==> src/rtl/ycc_fmt_pkg.sv <==
// Shared constants for the 4:2:2 to 4:4:4 formatter.
// Assumes 8-bit components unless a module overrides its parameter.
package ycc_fmt_pkg;
    localparam int COMP_W      = 8;
    localparam int NEUTRAL_C   = 128;   // mid-scale chroma used before any Cr
endpackage

==> src/rtl/ycc_word_reg.sv <==
// Input register: captures the 4:2:2 word, its valid and its start-of-line
// flag on the pixel clock edge. Assumes the inputs are synchronous to clk.
module ycc_word_reg #(
    parameter int COMP_W = ycc_fmt_pkg::COMP_W,
    localparam int WORD_W = 2 * COMP_W
) (
    input  logic              clk,
    input  logic              rst_n,
    input  logic              d_valid,
    input  logic              d_sol,
    input  logic [WORD_W-1:0] d_word,
    output logic              q_valid,
    output logic              q_sol,
    output logic [WORD_W-1:0] q_word
);
    // Capture the incoming word every cycle; qualifiers clear in reset.
    always_ff @(posedge clk) begin
        if (!rst_n) begin
            q_valid <= 1'b0;
            q_sol   <= 1'b0;
            q_word  <= '0;
        end else begin
            q_valid <= d_valid;
            q_sol   <= d_valid & d_sol;
            q_word  <= d_word;
        end
    end

    assert_capture_R2: assert property (@(posedge clk) disable iff (!rst_n)
        d_valid |=> (q_valid && q_word == $past(d_word)));
    assert_idle_R7: assert property (@(posedge clk) disable iff (!rst_n)
        !d_valid |=> (!q_valid && !q_sol));
endmodule

==> src/rtl/ycc_pair_fmt.sv <==
// Pair formatter: holds the luma of a Cb word until the matching Cr word,
// then emits two full samples on consecutive cycles. A start-of-line word
// forces the Cb phase and flushes any waiting sample using the last Cr.
// Assumes no more than one valid word per cycle.
module ycc_pair_fmt #(
    parameter int COMP_W    = ycc_fmt_pkg::COMP_W,
    parameter int NEUTRAL_C = ycc_fmt_pkg::NEUTRAL_C,
    localparam int WORD_W   = 2 * COMP_W,
    localparam int SAMP_W   = 3 * COMP_W
) (
    input  logic              clk,
    input  logic              rst_n,
    input  logic              w_valid,
    input  logic              w_sol,
    input  logic [WORD_W-1:0] w_word,
    output logic              s_valid,
    output logic [SAMP_W-1:0] s_data
);
    logic              want_cr;     // 1: next word is a Cr word
    logic [COMP_W-1:0] y_first;
    logic [COMP_W-1:0] y_second;
    logic [COMP_W-1:0] cb_hold;
    logic [COMP_W-1:0] cr_last;
    logic              second_due;

    logic [COMP_W-1:0] w_y;
    logic [COMP_W-1:0] w_c;
    logic              is_cb_word;

    // Split the word and decide its role.
    always_comb begin
        w_y        = w_word[WORD_W-1:COMP_W];
        w_c        = w_word[COMP_W-1:0];
        is_cb_word = w_sol | ~want_cr;
    end

    // Phase tracking, chroma storage and output sample generation.
    always_ff @(posedge clk) begin
        if (!rst_n) begin
            want_cr    <= 1'b0;
            y_first    <= '0;
            y_second   <= '0;
            cb_hold    <= '0;
            cr_last    <= COMP_W'(NEUTRAL_C);
            second_due <= 1'b0;
            s_valid    <= 1'b0;
            s_data     <= '0;
        end else begin
            s_valid    <= 1'b0;
            second_due <= 1'b0;
            if (second_due) begin
                s_valid <= 1'b1;
                s_data  <= {y_second, cb_hold, cr_last};
            end
            if (w_valid) begin
                if (is_cb_word) begin
                    if (want_cr) begin
                        s_valid <= 1'b1;
                        s_data  <= {y_first, cb_hold, cr_last};
                    end
                    y_first <= w_y;
                    cb_hold <= w_c;
                    want_cr <= 1'b1;
                end else begin
                    s_valid    <= 1'b1;
                    s_data     <= {y_first, cb_hold, w_c};
                    cr_last    <= w_c;
                    y_second   <= w_y;
                    second_due <= 1'b1;
                    want_cr    <= 1'b0;
                end
            end
        end
    end

    assert_sol_phase_R3: assert property (@(posedge clk) disable iff (!rst_n)
        (w_valid && w_sol) |=> want_cr);
    assert_pair_back_to_back_R5: assert property (@(posedge clk) disable iff (!rst_n)
        second_due |-> s_valid);
    assert_pair_chroma_R4: assert property (@(posedge clk) disable iff (!rst_n)
        second_due |=> (s_valid && s_data[2*COMP_W-1:0] == $past(s_data[2*COMP_W-1:0])));
    assert_out_cause_R7: assert property (@(posedge clk) disable iff (!rst_n)
        s_valid |-> $past(w_valid || second_due));
endmodule

==> src/rtl/ycc422_to_444.sv <==
// Top: 4:2:2 word stream in, one 4:4:4 sample per luma out.
// Input register followed by the pair formatter; latency as in the brief.
module ycc422_to_444 #(
    parameter int COMP_W = ycc_fmt_pkg::COMP_W
) (
    input  logic                clk,
    input  logic                rst_n,
    input  logic                in_valid,
    input  logic                in_sol,
    input  logic [2*COMP_W-1:0] in_data,
    output logic                out_valid,
    output logic [3*COMP_W-1:0] out_data
);
    logic                r_valid;
    logic                r_sol;
    logic [2*COMP_W-1:0] r_word;

    ycc_word_reg #(.COMP_W(COMP_W)) u_in (
        .clk(clk), .rst_n(rst_n),
        .d_valid(in_valid), .d_sol(in_sol), .d_word(in_data),
        .q_valid(r_valid), .q_sol(r_sol), .q_word(r_word)
    );

    ycc_pair_fmt #(.COMP_W(COMP_W)) u_fmt (
        .clk(clk), .rst_n(rst_n),
        .w_valid(r_valid), .w_sol(r_sol), .w_word(r_word),
        .s_valid(out_valid), .s_data(out_data)
    );

    assert_reset_R1: assert property (@(posedge clk)
        !rst_n |=> (!out_valid && out_data == '0));
endmodule

==> config.mk <==
export PLATFORM = sky130hd
export DESIGN_NAME = ycc422_to_444
export DESIGN_NICKNAME = d
export VERILOG_FILES = /design/src/rtl/ycc_fmt_pkg.sv /design/src/rtl/ycc_word_reg.sv /design/src/rtl/ycc_pair_fmt.sv /design/src/rtl/ycc422_to_444.sv
export SDC_FILE = /design/constraint.sdc
export NUM_CORES = 1
export LEC_CHECK = 0
export BUFFER_PORTS_ARGS = -buffer_cell sky130_fd_sc_hd__buf_2
export CAP_MARGIN = 0
export CELL_PAD_IN_SITES_DETAIL_PLACEMENT = 0
export CELL_PAD_IN_SITES_GLOBAL_PLACEMENT = 2
export CORE_UTILIZATION = 30
export DETAILED_ROUTE_END_ITERATION = 12
export PLACE_DENSITY = 0.79
export SYNTH_ARGS = -nofsm -noshare
export SYNTH_HDL_FRONTEND = slang
export SYNTH_SLANG_ARGS = --single-unit
==> constraint.sdc <==
create_clock -name clk -period 1.4 [get_ports clk]
set_clock_uncertainty 0.2 [all_clocks]
set_input_delay 0.28 -clock clk [delete_from_list [all_inputs] [get_ports clk]]
set_output_delay 0.28 -clock clk [all_outputs]
set_load 0.1 [all_outputs]
# Yosys cells after proc, flatten, opt, wreduce, memory -nomap -nowiden

Cells that the tools add are included.

Reduce and logical (&&, ||, !) cells: 3
Mux-type cells: 10
Bitwise operators: 4

Operators with widths:

| kind                | number |
|---|---|
| two-way mux 24 bit  | 4 |
| two-way mux 1 bit   | 6 |
| AND reduction 2 bit | 3 |
| NOT 1 bit           | 2 |
| AND 1 bit           | 1 |
| OR 1 bit            | 1 |

Bits in registers: 77
Bits of input ports: 20
Logic and storage cells: 28
Output and inout bits: 25

# Longest topological paths before layout

Depth after elaboration: 4
Depth in mapped cells: 5
Depth with buffers taken out: 3

# Modules after synthesis

Synthesis repeated with hierarchy kept, for this count alone.

Cells, all modules: 307
Area, all modules: 2,911.5 um2

Modules (own cells, without submodules):

| module       | cells each | times used | sequential area each (um2) | area each (um2) |
|---|---|---|---|---|
| ycc_pair_fmt | 270        | 1          | 1,181.1                    | 2,409.8 |
| ycc_word_reg | 37         | 1          | 360.3                      | 501.7 |

# Worst setup path before layout

No wires, ideal clock.

Path kind: reg2reg
From: register u_fmt.s_data[16]
To: register u_fmt.s_data[16]
Setup time: 0.070 ns
Stages on the path, launching flop included: 3
Buffers on the path: 0
Setup slack: -0.097 ns
Required time: 1.130 ns
Arrival: 1.227 ns
Period minus slack after synthesis: 1.497 ns
Path through: dfxtp_1 mux2i_1 a21oi_1

Word-level cells in the longest chain between the ends: 4

Ends and longest elaborated chain:

| item                   | RTL line           | RTL |
|---|---|---|
| from (decl)            | ycc_pair_fmt.sv:17 | `output logic [SAMP_W-1:0] s_data` |
| from (signal assigned) | ycc_pair_fmt.sv:53 | `s_data <= {y_second, cb_hold, cr_last};` |
| from (signal assigned) | ycc_pair_fmt.sv:59 | `s_data <= {y_first, cb_hold, cr_last};` |
| from (signal assigned) | ycc_pair_fmt.sv:66 | `s_data <= {y_first, cb_hold, w_c};` |
| two-way mux 24 bit *   | ycc_pair_fmt.sv:51 | `if (second_due) begin` |
| two-way mux 24 bit     | ycc_pair_fmt.sv:57 | `if (want_cr) begin` |
| two-way mux 24 bit     | ycc_pair_fmt.sv:56 | `if (is_cb_word) begin` |
| two-way mux 24 bit *   | ycc_pair_fmt.sv:55 | `if (w_valid) begin` |

Mark *: on every way between the ends. The rest lies on a longest branch, timed or not.
A chain may end at the register's enable or synchronous reset.

# Final worst setup path

From: register u_fmt.s_data[4]
To: output out_data[4]

RTL lines:

| item      | RTL line            | RTL |
|---|---|---|
| to (decl) | ycc422_to_444.sv:12 | `output logic [3*COMP_W-1:0] out_data` |

No word-level cell between the ends.

==> results.txt <==
----------------------------------------------------
[Global route]
  Global-route wire length before repair ... about 9500 um
  Initial antenna violation count ... 0
  Global route overflow ... 0
  Via count of the first global-routing pass ... roughly 2k
  All-Layer GR Usage ... about an eighth
  Largest net degree at the start of global routing ... 28

[CTS]
  TritonCTS sink count ... 77
  CTS Buffer Depth ... 2
  Clock-pin slew on the worst setup and hold paths ... about 0.080 ns
  Post-CTS repair timing setup buffer count ... 0
  Clock tree from TritonCTS ... built
  Clock latency at the later pin of the worst-skew pair ... 0.35 ns
  Number of H-tree branching levels ... 3
  Number of buffers created by CTS ... 9
  CTS root buf ... sky130_fd_sc_hd__clkbuf_8

[Synth]
  Adder-cell share of the synthesized area ... 0%
  Multiplexer share of the synthesized area ... 15.1%
  Leading post-synthesis cells by cell area ... sky130_fd_sc_hd__dfxtp_1 57%, sky130_fd_sc_hd__mux2i_1 15%, sky130_fd_sc_hd__nand2_1 4.8%
  Simple-Gate Fraction of Synth Area ... between 10% and 20%
  Synthesized area divided by synthesized cell count ... around 10 um^2
  Number of distinct library cell variants in the gate-level netlist after synthesis ... 21
  Commonest cells post-synth ... 77 x sky130_fd_sc_hd__dfxtp_1, 41 x sky130_fd_sc_hd__mux2i_1, 35 x sky130_fd_sc_hd__nand2_1
  Syn Nets ... 289
  Main combinational cell family by area after synthesis ... multiplexers
  Share of the synthesized area in the top cell type ... 56.9%
  Yosys warnings ... 0
  Sequential element share of the synthesized area ... between 50% and 60%
  Yosys reg bits ... 77
  Number of enable-type register cells in the synthesized netlist ... 0
  Post-Syn Area ... 0.00271 mm^2
  Xor and xnor fraction of the mapped netlist area ... 0%
  Dominant cell type by area after synthesis ... sky130_fd_sc_hd__dfxtp_1
  Cell with the most instances after synthesis ... sky130_fd_sc_hd__dfxtp_1
  Post-synth top flop ... sky130_fd_sc_hd__dfxtp_1
  FFs w/ async S/R, synth ... 0%
  Cell count after synthesis ... 269
  Compound-Gate Fraction of Synth Area ... between 10 and 15%

[Die]
  Width of the die ... 97.0 um
  Initial standard-cell utilization of the core ... between 30 and 40%
  Core ar. ... 0.00872 mm^2
  I/O pin cnt ... 45
  Number of rows in the core area ... 34
  Die extent in y ... about 97 um
  Floorplan die area ... ~0.0094 mm^2

[STA]
  Setup repair after global routing missed its margin ... yes
  Shortest clock period the worst path allows after layout ... 1.37 ns
  Hold Fails Final Rpt ... 0
  Transition time at the pin with the least slew margin ... around 0.33 ns
  Number of slew-limit violations in the final report ... 0
  Max frequency ... approximately 0.73 GHz
  Headroom to the max-slew limit ... approximately 78%
  Final critical-path share of the clock period ... between 90% and 100%
  Setup violators final ... 0

[Route]
  Post-DR wirelength/cell ... approximately 13 um
  First-pass iteration count of the detailed router ... 4
  Initial drt markers ... 45
  Total number of vias ... around 2.1k
  Final wirelength ... approximately 5700 um
  Via/cell ratio ... ~4.6
  Number of nets with antenna violations after detailed routing ... 0
  DRC viols ... 0

[Worst setup path]
  Startpoint-to-endpoint class of the critical path ... flop to output port
  Stage delay of the slowest cell on the critical path ... approximately 0.37 ns
  Worst reg-to-reg setup slack ... ~0.070 ns
  Data required time of the worst path ... 0.92 ns
  Highest-delay cell along the critical path ... sky130_fd_sc_hd__dfxtp_4
  Startpoint of the worst register-to-register path ... u_in.q_sol$_SDFF_PN0_
  Cell-by-cell trace of the critical path ... buf_12
  Max FO, Critical Path ... 2
  Arrival time of data at the critical path endpoint ... between 0.8 and 0.9 ns
  WP buf/inv ... 1
  Critical Path End Type ... output port
  Register-to-Register Path Depth ... 4
  CP startpoint kind ... flop
  Reg-to-reg endpoint ... u_fmt.y_first[7]$_SDFFE_PN0P_
  Crit-path leading delay family ... flip-flops

[Layout]
  Final core area utilization ... 45.7%
  Number of antenna repair diodes ... 0
  Number of cells in the finished layout apart from fillers ... ~450
  Final-stage net count ... about 360
  Ratio of cells with drive above 1 in the final layout ... between 30% and 40%
  Area Growth Syn to Fin ... 47.1%

[Run status]
  Status ... completed

[Min path]
  End point of the worst hold path ... u_in.q_word[11]$_SDFF_PN0_
  Min-Delay Path Depth ... 2
  Worst min path class ... primary input to flop
  Hold Startpoint ... rst_n

[Job]
  Total of max-cap violations ... 0

[Placement]
  Instance count after placement with tap cells included ... 420
  Number of buffer cells added on primary ports ... 44
  DP HPWL ... 3920 um
  RD Place Congestion ... about 0.7

[Pwr]
  Power density cells ... roughly 1100 mW/mm^2
  Largest voltage drop on the vdd net ... 0.539 mV
  Leakage Power ... 0.00158 uW

----------------------------------------------------
worst max-delay path by stage:
stage                                     to  cells past startpoint                       start  slack, ns
2_1_floorplan                      out_valid                      0    u_fmt.s_valid$_SDFF_PN0_       0.01
3_3_place_gp      u_fmt.s_data[6]$_SDFF_PN0_                      3                       rst_n       0.08
3_5_place_dp   u_fmt.cr_last[5]$_SDFFE_PN0P_                      4  u_fmt.want_cr$_SDFFE_PN0P_       0.05
4_1_cts                          out_data[4]                      1  u_fmt.s_data[4]$_SDFF_PN0_      0.005
5_1_grt                          out_data[0]                      1  u_fmt.s_data[0]$_SDFF_PN0_      -0.01
6_report                         out_data[4]                      1  u_fmt.s_data[4]$_SDFF_PN0_       0.03
through the flow:
step | TNS [ns] | setup slack (ns) | hold WS (ns) | area (um^2) | total power (uW)
after floorplan | 0 | 0.0110 | 0.207 | 2740 | 2580
after global routing | -0.0724 | -0.0134 | 0.0894 | 3990 | 4720
after global placement | 0 | 0.0788 | 0.243 | 3580 | 2750
after detailed placement | 0 | 0.0506 | 0.251 | 3580 | 2750
final | 0 | 0.0278 | 0.0971 | 3990 | 4530
after CTS | 0 | 0.00452 | 0.0790 | 3980 | 4610
cells by family (layout without fill, tap and decap cells):
group,count (synthesis),after routing
buf+inv,20,96
mux,41,41
flops,77,77
compound gates,50,50
simple gates,81,81
area by class of cell:
class                   count  area, um^2
flip-flops and latches     77        1580
clock inverters             5        75.1
repair buffers             79         978
clock buffers              10         138
multi-input cells         172        1070
inverters                   2        7.51
well taps                 108         135
fillers                   821        4730
sequential cells by signal (all words and copies together) (netlist names):
| signal | cells |
|---|---|
| u_fmt.s_data | 24 |
| u_in.q_word | 16 |
| u_fmt.cb_hold | 8 |
| u_fmt.cr_last | 8 |
| u_fmt.y_first | 8 |
| u_fmt.y_second | 8 |
| u_fmt.s_valid | 1 |
| u_fmt.second_due | 1 |
| u_fmt.want_cr | 1 |
| u_in.q_sol | 1 |
| u_in.q_valid | 1 |
worst register-to-register path, delay by kind of cell, from the launching register on:
| family | cells | cell delay (ns) |
|---|---|---|
| buffers and inverters | 2 | 0.34 |
| multiplexers | 1 | 0.20 |
| AO/OA/AOI/OAI | 1 | 0.19 |
| flip-flops | 1 | 0.34 |
power by group:
part | switching [uW] | total (uW) | leakage [uW] | internal (uW)
logic | 237 | 440 | 0.000823 | 203
clock network | 773 | 1810 | 0.000112 | 1030
registers | 39.8 | 2290 | 0.000641 | 2250
total | 1050 | 4530 | 0.00158 | 3480
routing by layer:
metal	up-vias	global-route usage, %	wire length [um]
met5	-	0	0
li1	1068	-	-
met4	0	5.86	104
met3	10	4.19	213
met2	35	21.5	2790
met1	955	15.3	2630
repair_timing:
action | in CTS | in global routing
setup endpoints to repair | 2 | 57
cloned | 0 | 0
hold endpoints to repair | 18 | 0
pin swaps | 0 | 1
hold buffers | 18 | 0
resized for setup | 2 | 4
layout by cell type (no fill, tap or decap):
cell type / Yosys / final
sky130_fd_sc_hd__and3_1: 1 / 1
sky130_fd_sc_hd__clkbuf_8: 0 / 10
sky130_fd_sc_hd__clkinv_2: 0 / 3
sky130_fd_sc_hd__and2_1: 17 / 17
sky130_fd_sc_hd__dfxtp_1: 77 / 51
sky130_fd_sc_hd__mux2i_1: 41 / 41
sky130_fd_sc_hd__inv_2: 1 / 1
sky130_fd_sc_hd__o21ai_0: 26 / 26
sky130_fd_sc_hd__o21ai_1: 6 / 6
sky130_fd_sc_hd__dfxtp_4: 0 / 4
sky130_fd_sc_hd__a21oi_1: 8 / 8
sky130_fd_sc_hd__nand2_1: 35 / 35
sky130_fd_sc_hd__nand3b_1: 1 / 1
sky130_fd_sc_hd__buf_2: 8 / 19
sky130_fd_sc_hd__nor2_1: 3 / 3
sky130_fd_sc_hd__o21ai_4: 1 / 1
sky130_fd_sc_hd__dlygate4sd3_1: 0 / 18
sky130_fd_sc_hd__buf_12: 0 / 31
sky130_fd_sc_hd__inv_1: 1 / 1
sky130_fd_sc_hd__bufinv_16: 0 / 2
sky130_fd_sc_hd__a21oi_2: 1 / 1
sky130_fd_sc_hd__o22ai_1: 8 / 8
sky130_fd_sc_hd__buf_4: 2 / 11
sky130_fd_sc_hd__nand3_1: 24 / 24
sky130_fd_sc_hd__dfxtp_2: 0 / 22
(Power assumes the default switching activity.)
